**src/rtl/awr_pkg.sv**
```systemverilog
package awr_pkg;
  localparam int unsigned ADDR_W = 32;
  localparam int unsigned SEL_W  = 2;

  typedef enum logic [SEL_W-1:0] {
    SEL_RANGE = 2'd0,
    SEL_REMAP = 2'd1,
    SEL_BASE  = 2'd2
  } reg_sel_e;
endpackage

```
**src/rtl/awr_regs.sv**
```systemverilog
module awr_regs import awr_pkg::*; #(
  parameter int unsigned AW = ADDR_W
) (
  input  logic             clk,
  input  logic             rst_n,
  input  logic             we,
  input  logic [SEL_W-1:0] sel,
  input  logic [AW-1:0]    wdata,
  output logic [AW-1:0]    rdata,
  output logic [AW-1:0]    eff_mask,
  output logic [AW-1:0]    eff_remap,
  output logic [AW-1:0]    base,
  output logic             enable
);
  localparam logic [AW-1:0] CTRL_KEEP = {{(AW-2){1'b1}}, 2'b01};
  localparam logic [AW-1:0] BASE_KEEP = {{(AW-2){1'b1}}, 2'b00};

  logic [AW-1:0] range_q, remap_q, base_q;
  logic          io_win;

  always_ff @(posedge clk) begin
    if (!rst_n) begin
      range_q <= '0;
      remap_q <= '0;
      base_q  <= '0;
    end else if (we) begin
      case (sel)
        SEL_RANGE: range_q <= wdata & CTRL_KEEP;
        SEL_REMAP: remap_q <= wdata & CTRL_KEEP;
        SEL_BASE:  base_q  <= wdata & BASE_KEEP;
        default:   ;
      endcase
    end
  end

  always_comb begin
    case (sel)
      SEL_RANGE: rdata = range_q;
      SEL_REMAP: rdata = remap_q;
      SEL_BASE:  rdata = base_q;
      default:   rdata = '0;
    endcase
  end

  assign io_win    = range_q[0];
  assign enable    = remap_q[0];
  assign base      = base_q;
  assign eff_mask  = {range_q[AW-1:4], range_q[3:2] & {2{io_win}}, 2'b00};
  assign eff_remap = {remap_q[AW-1:4], remap_q[3:2] & {2{io_win}}, 2'b00};
endmodule

```
**src/rtl/awr_match.sv**
```systemverilog
module awr_match #(
  parameter int unsigned AW = 32
) (
  input  logic [AW-1:0] addr,
  input  logic [AW-1:0] mask,
  input  logic [AW-1:0] base,
  input  logic [AW-1:0] remap,
  input  logic          enable,
  output logic          in_window,
  output logic [AW-1:0] local_addr
);
  assign in_window  = enable && ((addr & mask) == (base & mask));
  assign local_addr = (addr & ~mask) | (remap & mask);
endmodule

```
**src/rtl/awr_out_stage.sv**
```systemverilog
module awr_out_stage #(
  parameter int unsigned AW = 32
) (
  input  logic          clk,
  input  logic          rst_n,
  input  logic          in_valid,
  input  logic          in_hit,
  input  logic [AW-1:0] in_data,
  output logic          in_ready,
  output logic          out_valid,
  input  logic          out_ready,
  output logic [AW-1:0] out_data
);
  logic load;

  assign in_ready = !out_valid || out_ready;
  assign load     = in_valid && in_ready && in_hit;

  always_ff @(posedge clk) begin
    if (!rst_n) begin
      out_valid <= 1'b0;
      out_data  <= '0;
    end else if (load) begin
      out_valid <= 1'b1;
      out_data  <= in_data;
    end else if (out_ready) begin
      out_valid <= 1'b0;
    end
  end
endmodule

```
**src/rtl/addr_window_remap.sv**
```systemverilog
module addr_window_remap import awr_pkg::*; #(
  parameter int unsigned AW = ADDR_W
) (
  input  logic             clk,
  input  logic             rst_n,
  input  logic             reg_we,
  input  logic [SEL_W-1:0] reg_addr,
  input  logic [AW-1:0]    reg_wdata,
  output logic [AW-1:0]    reg_rdata,
  input  logic             in_valid,
  output logic             in_ready,
  input  logic [AW-1:0]    in_addr,
  output logic             hit,
  output logic             out_valid,
  input  logic             out_ready,
  output logic [AW-1:0]    out_addr
);
  logic [AW-1:0] mask_w, remap_w, base_w, local_w;
  logic          win_en, in_window;

  awr_regs #(.AW(AW)) u_regs (
    .clk(clk), .rst_n(rst_n), .we(reg_we), .sel(reg_addr), .wdata(reg_wdata),
    .rdata(reg_rdata), .eff_mask(mask_w), .eff_remap(remap_w), .base(base_w),
    .enable(win_en)
  );

  awr_match #(.AW(AW)) u_match (
    .addr(in_addr), .mask(mask_w), .base(base_w), .remap(remap_w),
    .enable(win_en), .in_window(in_window), .local_addr(local_w)
  );

  assign hit = in_valid && in_window;

  awr_out_stage #(.AW(AW)) u_out (
    .clk(clk), .rst_n(rst_n), .in_valid(in_valid), .in_hit(in_window),
    .in_data(local_w), .in_ready(in_ready), .out_valid(out_valid),
    .out_ready(out_ready), .out_data(out_addr)
  );
endmodule

```
**config.mk**
```make
export PLATFORM = sky130hd
export DESIGN_NAME = addr_window_remap
export DESIGN_NICKNAME = d
export VERILOG_FILES = /design/src/rtl/awr_pkg.sv /design/src/rtl/awr_regs.sv /design/src/rtl/awr_match.sv /design/src/rtl/awr_out_stage.sv /design/src/rtl/addr_window_remap.sv
export SDC_FILE = /design/constraint.sdc
export NUM_CORES = 1
export LEC_CHECK = 0
export BUFFER_PORTS_ARGS = -buffer_cell sky130_fd_sc_hd__buf_2
export CORE_AREA = 2 2 171 173
export CTS_BUF_LIST = sky130_fd_sc_hd__clkbuf_2
export DETAILED_ROUTE_END_ITERATION = 8
export DIE_AREA = 0 0 173 175
export PLACE_DENSITY = 0.53
export SKIP_LAST_GASP = 1
export SYNTH_ARGS = -nofsm -noshare
export SYNTH_HDL_FRONTEND = slang
export SYNTH_HIERARCHICAL = 1
export SYNTH_SLANG_ARGS = --single-unit
```
**constraint.sdc**
```tcl
create_clock -name clk -period 3.1 [get_ports clk]
set_clock_uncertainty 0.2 [all_clocks]
set_input_delay 0.155 -clock clk [delete_from_list [all_inputs] [get_ports clk]]
set_output_delay 0.155 -clock clk [all_outputs]
set_load 0.02 [all_outputs]
```
# ---- Word level (Yosys, flattened, before mapping)
# Cells that the tools add are included.
dict set report op_classes {
  n_eq_ne 3
  muxes 3
  bitwise_logic 8
  reduce_logical 11
}
# op n
set ops {}
lappend ops {{$and A32 B32 Y32} 4}
lappend ops {{$pmux W32 S3} 1}
lappend ops {{$eq A32 B32 Y1} 1}
lappend ops {{$not A32 Y32} 1}
lappend ops {{$or A32 B32 Y32} 1}
lappend ops {{$reduce_and A2 Y1} 3}
lappend ops {{$and A2 B2 Y2} 2}
lappend ops {{$logic_and A1 B1 Y1} 4}
lappend ops {{$eq A2 B1 Y1 const B} 1}
lappend ops {{$eq A2 B2 Y1 const B} 1}
lappend ops {{$logic_not A2 Y1} 1}
lappend ops {{$mux W1} 2}
lappend ops {{$reduce_bool A2 Y1} 1}
lappend ops {{$logic_not A1 Y1} 1}
lappend ops {{$logic_or A1 B1 Y1} 1}
dict set report word_totals {
  ff_bits 125
  in_bits 71
  output_inout_bits 67
  word_cells 30
}

# ---- Logic depth before layout (Yosys ltp)
# Gate-level depths: netlist of the first run.
dict set report depth {
  word_depth 6
  mapped_depth 11
  ltp_nobuf 8
}

# ---- Hierarchy
# The synthesis of the first run kept the hierarchy.
# module n_inst cells_each area_each_um2 seq_area_each_um2
set by_module_without_submodules {}
lappend by_module_without_submodules {awr_regs 1 477 4514.3 1841.8}
lappend by_module_without_submodules {awr_out_stage 1 144 1368.8 660.6}
lappend by_module_without_submodules {awr_match 1 85 814.5 0.0}
lappend by_module_without_submodules {addr_window_remap 1 1 6.3 0.0}

# ---- Worst setup path before layout of the first run
# OpenSTA, ideal clock, no wires.
dict set report synth_path {
  path_kind {register to register}
  startpoint {reg u_regs.base_q[28] (netlist: u_regs/base[28])}
  endpoint {reg u_out.out_data[0]}
  setup_time_ns 0.072
  arrival_time_ns 1.910
  required_ns 2.828
  path_slack_ns 0.918
  stages_incl_launch_ff 11
  path_buffers 2
  period_less_slack_ns 2.182
  path_cell_list {dfxtp_1 xor2_1 a22o_1 a221oi_2 nand3_1 nor4_2 nand2_4 nor2b_4 buf_6 buf_12 mux2i_1}
}
dict set report synth_between {
  elab_chain_cells 4
}
# item line_no
set synth_rtl {}
lappend synth_rtl {{start: declaration} awr_regs.sv:18} ;# logic [AW-1:0] range_q, remap_q, base_q;
lappend synth_rtl {{start signal: assignment} awr_regs.sv:30} ;# SEL_BASE: base_q <= wdata & BASE_KEEP;
lappend synth_rtl {{$and A32 B32 Y32} awr_match.sv:12} ;# assign in_window = enable && ((addr & mask) == (base & mask));
lappend synth_rtl {{$eq A32 B32 Y1} awr_match.sv:12}
lappend synth_rtl {{$logic_and A1 B1 Y1} awr_match.sv:12}
lappend synth_rtl {{named net in_window} addr_window_remap.sv:19} ;# logic win_en, in_window;
lappend synth_rtl {{$logic_and A1 B1 Y1} awr_out_stage.sv:17} ;# assign load = in_valid && in_ready && in_hit;
lappend synth_rtl {{end signal: assignment} awr_out_stage.sv:25} ;# out_data <= in_data;
lappend synth_rtl {{end: declaration} awr_out_stage.sv:12} ;# output logic [AW-1:0] out_data
# The timed path passes the listed nets, and every way through them passes these cells.
# A chain may end at the register's enable or synchronous reset.

# ---- Worst setup path after layout of the first run
dict set report layout_path {
  startpoint {reg u_regs.base_q[22] (netlist: u_regs/base[22])}
  endpoint {reg u_out.out_data[31]}
}
# The elaborated chain is that of the path after synthesis.

==> results of run 1 <==
## registers in the layout, summed over array words and instances (netlist names)
| register | cells |
|---|---|
| u_out/out_data | 32 |
| u_out/out_valid | 1 |
| u_regs/base | 30 |
| u_regs/range_q | 31 |
| u_regs/remap_q | 31 |
## worst max-delay path: cells and delay by family (launching register included)
family / cells / cell delay [ps]
simple gates: 4 / 870
buf+inv: 2 / 760
flops: 1 / 380
compound gates: 1 / 380
mux: 1 / 200
xor+xnor: 1 / 150
## cell families after synthesis
logic type	after synthesis
simple gates	206
compound gates	46
mux	187
buf+inv	110
other cells	1
xor+xnor	32
flops	125
## per-layer routing
metal / track usage (%) / part of all wire (%) / vias up
met2: 21.7 / 46 / 104
met5: 0 / 0 / -
met1: 17.1 / 49 / 2555
li1: - / - / 2670
met3: 2.65 / 2.8 / 21
met4: 5.08 / 2.0 / 0
## power breakdown
part           internal (W)  total [W]  switching, W
Combinational      0.000243   0.000513      0.000270
Clock              0.000433    0.00107      0.000634
Sequential          0.00165    0.00170     0.0000410
## through the flow
stage	power, W	instances	area, um2	setup slack [ps]
detailed placement	0.00215	1134	7300	414
finish	0.00327	1269	8590	95.3
CTS	0.00334	1263	8520	13.3
global route	0.00346	1269	8590	4.49
global placement	0.00215	1134	7300	474
floorplan	0.00202	713	6730	918
## cells in the mapped netlist (all sizes together)
| cell type | n | area (um2) |
|---|---|---|
| nand2 | 189 | 717 |
| mux2i | 155 | 1550 |
| dfxtp | 125 | 2500 |
| buf | 87 | 668 |
| mux2 | 32 | 360 |
| xor2 | 32 | 280 |
| o2bb2ai | 30 | 263 |
| clkbuf | 23 | 86.3 |
| a22oi | 8 | 60.1 |
| and2 | 5 | 31.3 |
| a221oi | 3 | 38.8 |
| a22o | 3 | 26.3 |
| nand3 | 2 | 10.0 |
| nand4 | 2 | 12.5 |
| nor2b | 2 | 20.0 |
| a21boi | 1 | 7.51 |
| a222oi | 1 | 10.0 |
| and3b | 1 | 8.76 |
| conb | 1 | 3.75 |
| nand2b | 1 | 13.8 |
| nand3b | 1 | 7.51 |
| nor2 | 1 | 3.75 |
| nor4 | 1 | 12.5 |
| or3b | 1 | 8.76 |
## repair_timing
| action | CTS | global route |
|---|---|---|
| hold buffers | 99 | 0 |
| hold endpoints to repair | 125 | 0 |
| setup buffers | 0 | 4 |
| gates cloned | 0 | 1 |
| pin swaps | 1 | 0 |
| resized for setup | 2 | 3 |
| endpoints found under the setup margin | 1 | 12 |
## final timing paths
kind         depth (start not counted)  slack, ps            endpoint
min reg2reg                          2        270   u_out/out_data[4]
max reg2reg                          9        100  u_out/out_data[31]
min                                  4        110  u_regs/remap_q[14]
max                                  9        100  u_out/out_data[31]
## cell type report
type / count / area (um2) / area share (%)
multi-input cells: 478 / 3500 / 40.7
flip-flops and latches: 125 / 2500 / 29.2
repair buffers: 251 / 1880 / 21.9
well taps: 384 / 480 / 5.60
clock inverters: 11 / 126 / 1.47
clock buffers: 19 / 95.1 / 1.11
diodes: 1 / 2.50 / 0.0291
==> metrics.cfg, run 1 <==
[setup_path]
crit_path_end_kind=register
path_class=register to register
cp.arrival_ps=3440
r2r_start=u_regs/base[22]
slowest_delay_ps=560
critPathLaunchType=register
worst_path_max_delay_cell=dlygate4sd3_1
crit_fanout=14
cp.required_ps=3530
cp-startpoint=u_regs/base[22]
cp_cell_sequence=xor2_1 -> a22oi_1 -> nand4_1 -> nor4_4 -> nand2_4 -> nor2b_4 -> buf_12 -> mux2i_1 -> dlygate4sd3_1

[worst_hold_path]
hold_start=reg_wdata[14]
hp-class=input pin to register

[timing]
fmax_mhz=333
rsz0062_at_grt=false
fin_crit_ps=3000
relSlewSlack_pct=40.5
drv_slew=0
hold_violations=0
fin_crit_sh_pct=96.9
whs_ps=112
fin_tns_setup_ps=0
worst_pin_slew_ps=890
finalSetupViolCount=0

[drt]
postRouteAntennaNets=0
viasPerCell=4.22
wl_um=20400
vias=5350
dr.pass1.iters=4
drt-wirelength-per-cell_um=16.1
drc_errors=0
drt_first_iter_violations=182

[finish]
nNetsFinal=944
drive_gt1_share_pct=21.6
layout_commonest_cell=nand2_1
fill_cells=3094
fin_util_pct=30.2
final_cell_mix=188 x nand2_1, 155 x mux2i_1, 133 x buf_2, 124 x dfxtp_1, 99 x dlygate4sd3_1
areaGrowthSynthToFinish_pct=28.1

[floorplan]
core_um2=28400
start_util_pct=23.6
row_count=62
die_h_um=175
dieArea_um2=30300
fp.dieW_um=173
io_pins=138

[global_routing]
grt_pass1_vias=5448
track_usage_pct=13.2
grt_start_max_net_pins=82
globalRouteOverflowTotal=0
antenna_found_initial=1
grt_first_pass_wirelength_um=30800

[clock_tree]
clockBufferDepth=2
clkLatencyLatePin_ps=700
numCtsBuffers=17
cts_tree=done
cts_max_level=4
cts.clk_slew.worst_paths_ps=220
cts.sinks=125
clockRootBuffer=clkbuf_2

[synth]
synthSimpleGateAreaFrac_pct=12.6
syn_area_per_cell_um2=9.48
synth-xor-area-share_pct=4.18
ys_ff_latch=125
synth_top_family_by_area=multiplexers
synth.yosys.warnings=6
syn_area_um2=6700
ys_seq_area_share_pct=37.3
synth-compound-area-share_pct=6.05
synth_cell_type_count=31
yosys.area_share.adder_pct=0
synth_cells=707
muxShareOfSynthArea_pct=28.5

[run_status]
status=finished clean

[pwr]
power.density_nw_per_um2=381
leakage_nw=3.93
peakVddDrop_uv=143

[job]
max_cap_violations=0

[place]
port_buffers=135
globalplace.congestion=0.741
place_hpwl_um=13500

(Power assumes the default switching activity.)
==> run 2: changes to the inputs <==
SETUP_SLACK_MARGIN = 0.5   (was not set)
==> run 2 against run 1 <==
Combinational power barely moved. Die area did not move. Critical path depth fell by 2. Critical path type is now register to primary output.
==> metrics.cfg, run 2 (synthesized netlist as in run 1, its figures left out) <==
[pwr]
peakVddDrop_uv=143
finalPower_w=0.00327
leakage_nw=3.87
power.density_nw_per_um2=384

[drt]
drt_first_iter_violations=189
drc_errors=0
wl_um=20000
postRouteAntennaNets=0
viasPerCell=4.18
dr.pass1.iters=4
drt-wirelength-per-cell_um=15.9
vias=5259

[clock_tree]
clockBufferDepth=2
cts.clk_slew.worst_paths_ps=180
cts.sinks=125
cts_tree=done
clockRootBuffer=clkbuf_2
cts_max_level=4
clkLatencyLatePin_ps=700
numCtsBuffers=17

[finish]
reg.largest.list=u_out/out_data: 32 flops, u_regs/range_q: 31 flops, u_regs/remap_q: 31 flops
largest_reg_flops=32
areaGrowthSynthToFinish_pct=27.1
design_area_um2=8520
drive_gt1_share_pct=22.5
fin_util_pct=30.0
nNetsFinal=933
layout_commonest_cell=nand2_1
top_register=u_out/out_data
final_cell_mix=188 x nand2_1, 155 x mux2i_1, 133 x buf_2, 122 x dfxtp_1, 87 x dlygate4sd3_1

[floorplan]
io_pins=138
die_h_um=175
fp.dieW_um=173
dieArea_um2=30300
row_count=62
start_util_pct=23.6
core_um2=28400

[setup_path]
path_class=register to primary output
crit_fanout=3
cp-startpoint=u_regs/base[28]
cp.arrival_ps=2390
crit_path_end_kind=primary output
r2r_end=u_out/out_data[5]
worst_path_max_delay_cell=dfxtp_2
reg2reg_slack_ps=530
reg2reg_depth=11
cp_cell_sequence=xor2_1 -> a22o_1 -> a221oi_2 -> nand3_1 -> nor4_4 -> and2_4 -> buf_6
endpoint=hit
cp.required_ps=2740
r2r_start=u_regs/base[28]
slowest_delay_ps=370
critPathLaunchType=register

[timing]
fin_tns_setup_ps=0
hold_violations=0
fmax_mhz=365
whs_ps=109
finalSetupViolCount=0
rsz0062_at_grt=true
fin_crit_ps=2740
fin_crit_sh_pct=88.4
drv_slew=0
relSlewSlack_pct=41.1
worst_pin_slew_ps=880

[global_routing]
globalRouteOverflowTotal=0
track_usage_pct=13.4
grt_first_pass_wirelength_um=31000
grt_pass1_vias=5434
antenna_found_initial=1
grt_start_max_net_pins=82

[place]
port_buffers=135
globalplace.congestion=0.741
place_hpwl_um=13500
dpl_cell_area_um2=7300

[run_status]
status=finished clean

[worst_hold_path]
hp-class=input pin to register

[job]
max_cap_violations=0

[run 2: per-layer routing]
metal / share of wire, % / vias to the layer above / track usage, %
met5: 0 / - / 0
met4: 2.1 / 0 / 5.08
met3: 3.0 / 19 / 2.59
met2: 46 / 100 / 22.0
met1: 49 / 2494 / 17.5
li1: - / 2646 / -
[run 2: metrics by stage]
| step | setup slack, ps | instances |
|---|---|---|
| floorplan | 918 | 713 |
| global placement | 474 | 1134 |
| detailed placement | 414 | 1134 |
| CTS | 68.4 | 1257 |
| global route | 135 | 1258 |
| finish | 359 | 1258 |
[run 2: how the worst min path moves through the flow]
| stage | startpoint | to | slack (ps) | depth (start not counted) |
|---|---|---|---|---|
| finish | reg_wdata[17] | u_regs/base[17] | 110 | 4 |
| global route | reg_wdata[14] | u_regs/remap_q[14] | 7 | 4 |
| CTS | reg_wdata[10] | u_regs/remap_q[10] | 0.6 | 4 |
| detailed placement | u_out/out_data[4] | u_out/out_data[4] | 240 | 2 |
| global placement | u_out/out_data[10] | u_out/out_data[10] | 240 | 2 |
| floorplan | reg_wdata[0] | u_regs/range_q[0] | 120 | 2 |
[run 2: layout make-up]
class / count / area [um2]
Multi-Input combinational cell: 478 / 3510
Sequential cell: 125 / 2510
Fill cell: 3093 / 19900
Tap cell: 384 / 480
Clock buffer: 19 / 95.1
Antenna cell: 1 / 2.50
Clock inverter: 11 / 126
Timing Repair Buffer: 240 / 1800
[run 2: critical path: cells and delay by family, from the launching register on]
family	cells	cell delay [ps]
AOI/OAI and AO/OA	2	440
xor gates and xnor gates	1	140
DFF	1	370
buffers and inverters	1	110
and+or+nand+nor	3	640
[run 2: timing repair]
item	in CTS	in global routing
buffers inserted	4	0
resized for setup	10	4
pin swaps	3	5
hold buffers	87	0
hold endpoints to repair	125	0
setup endpoints to repair	33	33
gates cloned	2	0
[run 2: where the power goes]
group          internal [W]  switching [W]
registers           0.00165      0.0000411
logic              0.000244       0.000269
clock network      0.000433       0.000630
total               0.00233       0.000940
==> run 3: changes to the inputs <==
CELL_PAD_IN_SITES_DETAIL_PLACEMENT = 0   (was not set)
CELL_PAD_IN_SITES_GLOBAL_PLACEMENT = 1   (was not set)
PLACE_DENSITY = 0.62   (was 0.53)
clock period = 3.05 ns   (was 3.1 ns; I/O delays follow)
==> run 3 against run 2 <==
Critical path depth increased by 6. Non-clock buffer count is 3 higher. Cell count increased by 0.40%. Utilization rose by 0.33 points. Combinational power increased by 1%. Hold slack better by 14 ps. Sequential share of layout area fell by 0.33 points. Global-route usage up 0.52 points. Cell area is 1.1% higher. First-iteration DRC count grew 5.3%. Critical path type is now register to register.
==> metrics.cfg, run 3 (synthesized netlist as in run 1, its figures left out) <==
[drt]
dr.pass1.iters=4
viasPerCell=4.16
drc_errors=0
wl_um=20800
drt-wirelength-per-cell_um=16.5
drt_first_iter_violations=199
postRouteAntennaNets=0
vias=5256

[timing]
rsz0062_at_grt=true
worst_pin_slew_ps=654
fin_tns_setup_ps=0
relSlewSlack_pct=56.4
drv_slew=0
hold_violations=0
whs_ps=123
finalSetupViolCount=0
fin_crit_sh_pct=90.7
fin_crit_ps=2760
fmax_mhz=362

[setup_path]
r2r_end=u_out/out_data[2]
crit_fanout=5
reg2reg_slack_ps=290
r2r_start=u_regs/base[28]
crit_path_end_kind=register
path_class=register to register
critPathLaunchType=register
cp.required_ps=3440
cp.arrival_ps=3150
reg2reg_depth=13

[worst_hold_path]
hold_start=reg_wdata[7]
whs_endpoint=u_regs/remap_q[7]
min_path_cells=4
hp-class=input pin to register

[finish]
drive_gt1_share_pct=23.7
design_area_um2=8610
reg.largest.list=u_out/out_data: 32 flops, u_regs/range_q: 31 flops, u_regs/remap_q: 31 flops
layout_commonest_cell=nand2_1
multi_input_area_um2=3510
final_cell_mix=188 x nand2_1, 155 x mux2i_1, 133 x buf_2, 123 x dfxtp_1, 81 x dlygate4sd3_1
nNetsFinal=936
areaGrowthSynthToFinish_pct=28.5
top_register=u_out/out_data
largest_reg_flops=32
register_area_um2=2500
fill_cells=3028

[clock_tree]
clkLatencyLatePin_ps=680
cts_max_level=4
clockRootBuffer=clkbuf_2
cts_tree=done
cts.sinks=125
cts.clk_slew.worst_paths_ps=190
numCtsBuffers=17
clockBufferDepth=2

[floorplan]
core_um2=28400
row_count=62
dieArea_um2=30300
die_h_um=175
io_pins=138
fp.dieW_um=173
start_util_pct=23.6

[pwr]
power.density_nw_per_um2=389
p_comb_share_pct=15.5
p_clk_share_pct=33.1
swShare_pct=28.5
leakage_nw=3.93
peakVddDrop_uv=158
p_sw_w=0.000955
p_seq_share_pct=51.4
p_int_w=0.00240

[global_routing]
globalRouteOverflowTotal=0
grt_start_max_net_pins=58
antenna_found_initial=1
grt_pass1_vias=5328
grt_first_pass_wirelength_um=31900
track_usage_pct=13.9

[run_status]
status=finished clean

[place]
globalplace.congestion=0.726
port_buffers=135
place_hpwl_um=13400
dpl_cell_area_um2=7310

[job]
max_cap_violations=0

-- run 3: changes by cell type in the layout (fill, tap and decap cells not counted) --
cell / before / now
dlygate4sd3_1: 87 / 81
clkbuf_2: 19 / 23
buf_16: 2 / 4
buf_4: 9 / 11
buf_6: 4 / 6
buf_8: 0 / 2
clkinv_1: 3 / 1
buf_12: 5 / 6
dfxtp_1: 122 / 123
dfxtp_2: 3 / 2
-- run 3: critical path, stage by stage, from the launching register on --
cell,delay [ps]
dfxtp_2,370
xor2_1,130
a22o_1,240
a221oi_2,240
nand3_2,140
nor4_4,280
buf_4,150
buf_6,90
nand2_4,70
nor2b_4,160
buf_12,130
buf_8,120
buf_12,140
mux2i_1,190
-- run 3: final cells by class --
class	count	area share [%]
multi-input combinational	478	40.7
sequential	125	29.1
timing repair buffer	243	21.9
tap	384	5.58
clock inverter	9	1.38
clock buffer	23	1.34
antenna	1	0.0290
-- run 3: per-layer routing --
metal	GRT usage (%)	routed length, um	vias up
met1	18.6	10400	2494
met3	3.02	752	5
met2	23.0	9590	99
met4	3.04	117	0
li1	-	-	2658
met5	0	0	-
-- run 3: worst max-delay path by stage --
stage | from | to | slack, ps | cells past startpoint
after floorplan | u_regs/base[28] | u_out/out_data[0] | 870 | 10
after global placement | u_regs/base[28] | u_out/out_data[11] | 410 | 9
after detailed placement | u_regs/base[15] | u_out/out_data[1] | 360 | 9
after CTS | u_regs/base[15] | hit | 80 | 7
after global routing | u_regs/base[28] | hit | 70 | 7
final | u_regs/base[28] | u_out/out_data[2] | 290 | 13
-- run 3: power groups by stage --
| stage | logic, W | clock network, W | registers (W) |
|---|---|---|---|
| after detailed placement | 0.000431 | 0 | 0.00176 |
| after global routing | 0.000567 | 0.00125 | 0.00173 |
| after CTS | 0.000525 | 0.00119 | 0.00172 |
| after global placement | 0.000433 | 0 | 0.00175 |
| after floorplan | 0.000311 | 0 | 0.00174 |
| final | 0.000518 | 0.00111 | 0.00172 |
-- run 3: what timing repair did --
item	in CTS	in global routing
setup endpoints to repair	30	33
endpoints found under the hold margin	125	0
cloned	4	0
buffers inserted	7	2
resized for setup	14	7
hold buffers	81	0
pin swaps	3	5
-- run 3: through the flow --
| stage | utilization, % | setup WS (ps) | power [W] | std cells |
|---|---|---|---|---|
| 2_1_floorplan | - | 868 | 0.00206 | 713 |
| 3_3_place_gp | 25.7 | 406 | 0.00219 | 1136 |
| 3_5_place_dp | 25.7 | 362 | 0.00219 | 1136 |
| 4_1_cts | 30.2 | 82.4 | 0.00343 | 1260 |
| 5_1_grt | 30.3 | 66.8 | 0.00355 | 1263 |
| 6_report | 30.3 | 285 | 0.00335 | 1263 |
